**src/rtl/dwm_pkg.sv**
```systemverilog
package dwm_pkg;

    parameter int ADDR_W = 32;
    parameter int CMD_W  = 4;
    parameter int DATA_W = 32;
    parameter int BE_W   = DATA_W / 8;

    typedef struct packed {
        logic [ADDR_W-1:0] addr;
        logic [CMD_W-1:0]  cmd;
        logic [DATA_W-1:0] data;
        logic [BE_W-1:0]   be;
    } dw_entry_t;

    localparam int ENTRY_W = $bits(dw_entry_t);

    function automatic dw_entry_t pack_entry(
        input logic [ADDR_W-1:0] a,
        input logic [CMD_W-1:0]  c,
        input logic [DATA_W-1:0] d,
        input logic [BE_W-1:0]   b
    );
        dw_entry_t e;
        e.addr = a;
        e.cmd  = c;
        e.data = d;
        e.be   = b;
        return e;
    endfunction

endpackage

```
**src/rtl/dwm_fifo.sv**
```systemverilog
module dwm_fifo
    import dwm_pkg::*;
#(
    parameter int DEPTH = 4
) (
    input  logic      clk,
    input  logic      rst,
    input  logic      push,
    input  dw_entry_t din,
    input  logic      pop,
    output dw_entry_t head,
    output logic      empty,
    output logic      full
);
    localparam int PTR_W = (DEPTH > 1) ? $clog2(DEPTH) : 1;
    localparam int CNT_W = $clog2(DEPTH + 1);
    localparam logic [PTR_W-1:0] LAST = PTR_W'(DEPTH - 1);

    dw_entry_t        slots [DEPTH];
    logic [PTR_W-1:0] wr_ptr, rd_ptr;
    logic [CNT_W-1:0] fill;

    logic do_push, do_pop;
    assign do_push = push && !full;
    assign do_pop  = pop && !empty;

    assign empty = (fill == '0);
    assign full  = (fill == CNT_W'(DEPTH));
    assign head  = slots[rd_ptr];

    always_ff @(posedge clk) begin
        if (rst) begin
            wr_ptr <= '0;
            rd_ptr <= '0;
            fill   <= '0;
        end else begin
            if (do_push) begin
                wr_ptr <= (wr_ptr == LAST) ? '0 : wr_ptr + 1'b1;
            end
            if (do_pop) begin
                rd_ptr <= (rd_ptr == LAST) ? '0 : rd_ptr + 1'b1;
            end
            case ({do_push, do_pop})
                2'b10:   fill <= fill + 1'b1;
                2'b01:   fill <= fill - 1'b1;
                default: fill <= fill;
            endcase
        end
    end

    always_ff @(posedge clk) begin
        if (do_push) begin
            slots[wr_ptr] <= din;
        end
    end

endmodule

```
**src/rtl/dwm_compare.sv**
```systemverilog
module dwm_compare
    import dwm_pkg::*;
(
    input  dw_entry_t held,
    input  dw_entry_t probe,
    output logic      same
);
    localparam int LANES = DATA_W / 8;

    logic [LANES-1:0] lane_same;

    for (genvar g = 0; g < LANES; g++) begin : g_lane
        assign lane_same[g] = (held.data[g*8 +: 8] == probe.data[g*8 +: 8]);
    end

    logic hdr_same;
    assign hdr_same = (held.addr == probe.addr) &&
                      (held.cmd  == probe.cmd)  &&
                      (held.be   == probe.be);

    assign same = hdr_same && (&lane_same);

endmodule

```
**src/rtl/dwm_timeout.sv**
```systemverilog
module dwm_timeout #(
    parameter int TMO_CYCLES = 1024
) (
    input  logic clk,
    input  logic rst,
    input  logic run,
    input  logic clr,
    output logic expire
);
    localparam int CW = $clog2(TMO_CYCLES + 1);
    localparam logic [CW-1:0] LIMIT = CW'(TMO_CYCLES - 1);

    logic [CW-1:0] cnt;

    assign expire = run && (cnt == LIMIT);

    always_ff @(posedge clk) begin
        if (rst || clr) begin
            cnt <= '0;
        end else if (run) begin
            cnt <= expire ? '0 : cnt + 1'b1;
        end
    end

endmodule

```
**src/rtl/dwm_match_top.sv**
```systemverilog
module dwm_match_top
    import dwm_pkg::*;
#(
    parameter int DEPTH      = 4,
    parameter int TMO_CYCLES = 1024
) (
    input  logic              clk,
    input  logic              rst,
    input  logic              enq_valid,
    input  logic [ADDR_W-1:0] enq_addr,
    input  logic [CMD_W-1:0]  enq_cmd,
    input  logic [DATA_W-1:0] enq_data,
    input  logic [BE_W-1:0]   enq_be,
    input  logic              tgt_done,
    input  logic              retry_strobe,
    input  logic [ADDR_W-1:0] retry_addr,
    input  logic [CMD_W-1:0]  retry_cmd,
    input  logic [DATA_W-1:0] retry_data,
    input  logic [BE_W-1:0]   retry_be,
    input  logic              retry_par,
    output logic              match_o,
    output logic              nomatch_o,
    output logic              complete_o,
    output logic              serr_o,
    output logic              q_empty,
    output logic              q_full
);
    dw_entry_t head_e, probe_e, new_e;
    logic      same, head_valid, done_q;
    logic      hit, miss, complete_now, tmo_expire, discard_now, pop;

    assign new_e   = pack_entry(enq_addr, enq_cmd, enq_data, enq_be);
    assign probe_e = pack_entry(retry_addr, retry_cmd, retry_data, retry_be);

    dwm_fifo #(.DEPTH(DEPTH)) u_fifo (
        .clk   (clk),
        .rst   (rst),
        .push  (enq_valid),
        .din   (new_e),
        .pop   (pop),
        .head  (head_e),
        .empty (q_empty),
        .full  (q_full)
    );

    dwm_compare u_cmp (
        .held  (head_e),
        .probe (probe_e),
        .same  (same)
    );

    dwm_timeout #(.TMO_CYCLES(TMO_CYCLES)) u_tmo (
        .clk    (clk),
        .rst    (rst),
        .run    (done_q),
        .clr    (pop),
        .expire (tmo_expire)
    );

    // retry_par is deliberately left out of the decision
    logic par_unused;
    assign par_unused = retry_par;

    assign head_valid   = !q_empty;
    assign hit          = retry_strobe && head_valid && same;
    assign miss         = retry_strobe && head_valid && !same;
    assign complete_now = hit && done_q;
    assign discard_now  = tmo_expire && !complete_now;
    assign pop          = complete_now || discard_now;

    always_ff @(posedge clk) begin
        if (rst || pop) begin
            done_q <= 1'b0;
        end else if (tgt_done && head_valid) begin
            done_q <= 1'b1;
        end
    end

    always_ff @(posedge clk) begin
        if (rst) begin
            match_o    <= 1'b0;
            nomatch_o  <= 1'b0;
            complete_o <= 1'b0;
            serr_o     <= 1'b0;
        end else begin
            match_o    <= hit;
            nomatch_o  <= miss;
            complete_o <= complete_now;
            serr_o     <= discard_now;
        end
    end

endmodule

```
**config.mk**
```make
export PLATFORM = sky130hd
export DESIGN_NAME = dwm_match_top
export DESIGN_NICKNAME = d
export VERILOG_FILES = /design/src/rtl/dwm_pkg.sv /design/src/rtl/dwm_fifo.sv /design/src/rtl/dwm_compare.sv /design/src/rtl/dwm_timeout.sv /design/src/rtl/dwm_match_top.sv
export SDC_FILE = /design/constraint.sdc
export NUM_CORES = 1
export LEC_CHECK = 0
export BUFFER_PORTS_ARGS = -buffer_cell sky130_fd_sc_hd__buf_2
export CAP_MARGIN = 20
export CORE_MARGIN = 4
export CORE_UTILIZATION = 58
export CTS_CLUSTER_SIZE = 25
export DETAILED_ROUTE_END_ITERATION = 16
export GPL_TIMING_DRIVEN = 1
export PLACE_DENSITY = 0.87
export SYNTH_ARGS = -nofsm -noshare
export SYNTH_HDL_FRONTEND = slang
export SYNTH_HIERARCHICAL = 1
export SYNTH_SLANG_ARGS = --single-unit
```
**constraint.sdc**
```tcl
create_clock -name clk -period 5.6 [get_ports clk]
set_clock_uncertainty 0.05 [all_clocks]
set_input_delay 0.28 -clock clk [delete_from_list [all_inputs] [get_ports clk]]
set_output_delay 0.28 -clock clk [all_outputs]
set_load 0.05 [all_outputs]
```
# --- After elaboration in Yosys (flattened, before gate mapping) ---
# Memory sizes are Yosys's and may differ from the RTL's. A register that Yosys moved wholly into a read port is not among the register bits.
# Cells that the tools add are included.
totals:
  ff_bits: 23
  mem_bits_rw: 288
  inputBits: 150
  out_inout_bits: 6
  elab_cells: 57
  memories: 1
op_classes:
  n_addsub: 5
  eq_ne: 13
  n_mux: 8
  reduce_logical: 21
memory_table:
  columns: ["memory", "words", "word_bits", "read_ports", "rd_ports_with_merged_regs", "wr", "line", "source"]
  rows:
  - ["u_fifo.slots", 4, 72, 1, 1, 1, "dwm_fifo.sv:19", "dw_entry_t slots [DEPTH];"]
ops:
  columns: ["cell", "count"]
  rows:
  - ["$eq 32x32->1", 1]
  - ["$eq 8x8->1", 4]
  - ["$logic_and 1x1->1", 12]
  - ["$add 11x1->11 const B", 1]
  - ["$eq 11x10->1 const B", 1]
  - ["$mux 11", 1]
  - ["$eq 4x4->1", 2]
  - ["$mux 2", 4]
  - ["$eq 2x2->1 const B", 3]
  - ["$pmux 3 s2", 1]
  - ["$add 2x1->2 const B", 2]
  - ["$logic_not 1->1", 4]
  - ["$reduce_and 4->1", 1]
  - ["$add 3x1->3 const B", 1]
  - ["$eq 3x3->1 const B", 1]
  - ["$logic_not 3->1", 1]
  - ["$sub 3x1->3 const B", 1]
  - ["$eq 2x1->1 const B", 1]
  - ["$logic_or 1x1->1", 2]
  - ["$mux 1", 2]
  - ["$reduce_bool 2->1", 1]

# --- Longest topological paths before layout ---
logic_depth:
  word_depth: 12
  ltp_mapped: 18
  ltp_nobuf: 16

# --- Hierarchy ---
# Netlist, hierarchy kept.
modules_own_cells:
  columns: ["module", "instances", "cells_per_inst", "area_each_um2", "seq_area_each_um2"]
  rows:
  - ["dwm_fifo", 1, 430, 10857.9, 8828.5]
  - ["dwm_compare", 1, 96, 785.8, 0.0]
  - ["dwm_timeout", 1, 55, 536.8, 220.2]
  - ["dwm_match_top", 1, 16, 173.9, 100.1]

# --- Worst setup path after synthesis ---
# Ideal clock, no wire load.
synth_timing:
  path_kind: "reg-to-reg"
  startpoint: "register (tool-made name)"
  endpoint: "register u_fifo.fill[2]"
  setup_time_ps: 70
  t_arrival_ps: 3980
  required_time_ps: 5480
  path_slack_ps: 1499
  stages_incl_launch_ff: 19
  n_path_buf: 2
  synth_period_minus_slack_ps: 4101
  path_cell_list: "dfxtp_1 buf_2 buf_4 mux4_2 xnor2_1 nand4_1 nor4_1 nand3_1 nor4_2 and4b_1 or2_2 o31ai_1 inv_1 ha_1 inv_1 fa_1 xor2_1 or3_2 a21oi_1"
synth_rtl:
  columns: ["element", "line", "source"]
  rows:
  - ["end signal: assignment", "dwm_fifo.sv:44", "2'b10: fill <= fill + 1'b1;"]
  - ["end signal: assignment", "dwm_fifo.sv:45", "2'b01: fill <= fill - 1'b1;"]
  - ["end signal: assignment", "dwm_fifo.sv:46", "default: fill <= fill;"]
  - ["end: declaration", "dwm_fifo.sv:21", "logic [CNT_W-1:0] fill;"]

==> flow_metrics.py <==
metrics = {
    "cells_and_area": {
        "finish.net_count": 1008,
        "fraction_of_final_layout_cells_sized_beyond_drive_strength_1_pct": 34.87,
        "mostFrequentLayoutCell": "sky130_fd_sc_hd__edfxtp_1",
        "final_design_area_no_fill_um2": 15260,
        "final_cell_mix": "sky130_fd_sc_hd__edfxtp_1 (288), sky130_fd_sc_hd__buf_2 (154), sky130_fd_sc_hd__dlygate4sd3_1 (73)",
        "syn_to_final_growth_pct": 23.56,
        "fill_cells": 1226,
    },
    "routing": {
        "topRoutingLayerUsed": "met5",
        "num_vias": 6638,
        "ant_nets": 0,
        "met2_length_um": 13960,
        "detail_route.first_pass.iterations": 6,
        "route.detailed.vias_per_inst": 5.797,
        "totalWireLength_um": 26470,
        "detail_route.drc_violations": 0,
        "drt-initial-drc-count": 500,
        "m1WireLength_um": 9928,
        "drt-wirelength-per-cell_um": 23.12,
        "wl_met3_um": 1832,
    },
    "place": {
        "portBuffers": 154,
        "gp_congestion": 0.7727,
        "placedInstanceArea_um2": 13520,
        "dp_hpwl_um": 16790,
    },
    "power": {
        "p_int_uw": 4033,
        "switching_part_of_the_total_pct": 20.15,
        "vdd_ir_drop_max_v": 0.0002323,
        "share_clk_of_total_power_pct": 40.0,
        "p_switching_uw": 1018,
        "sequentialPowerShare_pct": 53.1,
        "power_per_cell_area_nw_per_um2": 330.9,
        "total_leakage_power_uw": 0.005159,
        "comb_pwr_share_pct": 6.9,
    },
    "logic_synthesis": {
        "synthTopCellsByArea": "sky130_fd_sc_hd__edfxtp_1 (70%), sky130_fd_sc_hd__mux4_2 (13%), sky130_fd_sc_hd__dfxtp_1 (4.1%), sky130_fd_sc_hd__xnor2_1 (4.0%), sky130_fd_sc_hd__xor2_1 (1.5%)",
        "dominant_cell_type_by_area_after_synthesis": "sky130_fd_sc_hd__edfxtp_1",
        "postSynth.topFlopCell": "sky130_fd_sc_hd__edfxtp_1",
        "netlist_area_um2": 12350,
        "seq_area_frac_synth_pct": 74.05,
        "syn-instance-count": 597,
        "number_of_distinct_library_cells_after_synthesis": 46,
        "synth_async_sr_flop_share_pct": 0,
        "post_synth.cell_area_avg_um2": 20.69,
        "synth.ff_latch_count": 313,
        "synth.net_count": 755,
        "synth_top_area_share_pct": 70.00,
        "synth-edff-count": 288,
        "yosysWarnings": 6,
    },
    "critical_path": {
        "reg2regPathDepth": 17,
        "required_ns": 6.02,
        "crit_path_max_fanout": 21,
        "critical_path_class": "reg2reg",
        "critPathArrivalTime_ns": 5.50,
        "element_type_at_the_critical_path_end": "register",
        "critPathLaunchType": "register",
    },
    "timing": {
        "fmaxAchievable_ghz": 0.1968,
        "finalHoldViolations": 0,
        "rsz_0062_raised_after_global_routing": "false",
        "period_needed_ns": 5.081,
        "report.final.setup_viol": 0,
        "report.final.slew_viol_count": 0,
        "final_worst_path_period_share_pct": 90.73,
        "setup_tns_ns": 0,
        "timing_worst_slew_pin_value_ns": 1.105,
        "worst_slew_margin_rel_pct": 26.36,
    },
    "clocking": {
        "clk_pin_slew_worst_paths_ns": 0.06,
        "clk_latency_ns": 0.54,
        "cts-hold-fix-buffers": 73,
        "numClockSinks": 313,
        "cts_inserted_buffers": 30,
        "number_of_cells_upsized_or_downsized_after_cts": 0,
        "tritoncts_clock_tree": "yes",
        "cts.repair_timing.setup_buffer_count": 0,
        "htreeDepth": 1,
        "ctsRootBufferMaster": "sky130_fd_sc_hd__clkbuf_16",
        "clk_path_buf_depth": 3,
    },
    "status": {
        "outcome": "complete, no violations",
    },
    "floorplanning": {
        "core_um2": 20960,
        "start_util_pct": 58.96,
        "design.die.area_um2": 23700,
        "row_count": 53,
        "floorplan.die.height_um": 153.9,
        "ios": 156,
        "die_w_um": 153.9,
    },
    "hold_path": {
        "holdCritPathClass": "in2reg",
        "hp-start": "rst",
        "holdPathStages": 2,
    },
    "global_route": {
        "first_global_vias": 7251,
        "first_pass_grt_wire_length_um": 40850,
        "grt_use_total_pct": 22.49,
        "grt.overflow.total": 0,
        "grt_start_max_net_pins": 73,
        "grt_antenna_before_repair": 3,
    },
    "run": {
        "max_cap_viol_count": 0,
    },
}
==> metrics by stage <==
stage / total power, uW / hold slack [ns] / std cells / utilization (%) / setup WS, ns
4_1_cts: 5079 / 0.007928 / 1143 / 72.70 / 0.4770
3_3_place_gp: 3005 / 0.4162 / 1019 / 64.50 / 0.5847
3_5_place_dp: 3031 / 0.4427 / 1019 / 64.50 / 0.4937
5_1_grt: 5217 / 0.03299 / 1145 / 72.84 / 0.06168
6_report: 5051 / 0.02647 / 1145 / 72.84 / 0.5188
2_1_floorplan: 2885 / 0.3060 / 597 / - / 1.499
==> power by group through the flow <==
stage	Sequential, uW	Clock (uW)	Combinational, uW
after floorplan	2720	0	162
after global placement	2720	0	284
after detailed placement	2730	0	300
after CTS	2680	2050	345
after global routing	2690	2160	375
final	2680	2020	348
==> flip-flops by register name, summed over array words and instances, names as in the netlist, named ones only <==
signal,count
serr_o,1
u_fifo/rd_ptr,2
nomatch_o,1
u_tmo/cnt,11
u_fifo/slots,288
complete_o,1
done_q,1
u_fifo/wr_ptr,2
match_o,1
u_fifo/fill,3
==> critical path, stage by stage, from the launching register on <==
cell,delay [ns]
sky130_fd_sc_hd__dfxtp_4,0.65
sky130_fd_sc_hd__buf_12,0.25
sky130_fd_sc_hd__mux4_2,0.53
sky130_fd_sc_hd__xnor2_1,0.24
sky130_fd_sc_hd__nand4_1,0.22
sky130_fd_sc_hd__nor4_1,0.36
sky130_fd_sc_hd__nand3_1,0.18
sky130_fd_sc_hd__nor4_2,0.47
sky130_fd_sc_hd__and4b_1,0.31
sky130_fd_sc_hd__or2_2,0.15
sky130_fd_sc_hd__o31ai_1,0.13
sky130_fd_sc_hd__inv_1,0.09
sky130_fd_sc_hd__ha_1,0.17
sky130_fd_sc_hd__inv_1,0.07
sky130_fd_sc_hd__fa_1,0.38
sky130_fd_sc_hd__xor2_1,0.17
sky130_fd_sc_hd__or3_2,0.41
sky130_fd_sc_hd__a21oi_1,0.16
==> layer usage <==
| metal | global-route usage, % | vias up |
|---|---|---|
| met5 | 0 | - |
| met4 | 6.897 | 4 |
| met3 | 3.687 | 59 |
| met2 | 39.62 | 273 |
| met1 | 28.99 | 3364 |
| li1 | - | 2938 |
==> cell type report <==
cell class                      instances  area [um2]  share of cell area (%)
Timing Repair Buffer                  241        1664                   10.90
Clock inverter                         13       166.4                   1.090
Antenna cell                            1       2.502                 0.01639
Inverter                               11       41.29                  0.2705
Clock buffer                           38       822.0                   5.385
Sequential cell                       313        9156                   59.98
Tap cell                              275       344.1                   2.254
Multi-Input combinational cell        253        3068                   20.10
==> worst paths after layout <==
check / to / slack (ns)
worst max-delay path: u_fifo/fill[2] / 0.52
worst max register to register: u_fifo/fill[2] / 0.52
worst min-delay path: u_fifo/fill[1] / 0.03
worst min register to register: u_tmo/cnt[10] / 0.45
==> logic make-up after synthesis <==
kind of cell,synth area share [%]
simple gates,3.838
mux,13.21
xor+xnor,5.459
compound gates,1.327
flops,74.05
fa+ha+maj,0.8709
buf+inv,1.246
==> Yosys cell counts (all sizes together) (5+ instances only) <==
library cell	number
or3	6
edfxtp	288
ha	7
xnor2	56
a211oi	5
inv	11
nor4	9
dfxtp	25
nand3	6
xor2	21
nor2	8
o21ai	5
mux4	72
nand4	20
clkbuf	7
nor3	5
buf	13
(Power assumes the default switching activity.)
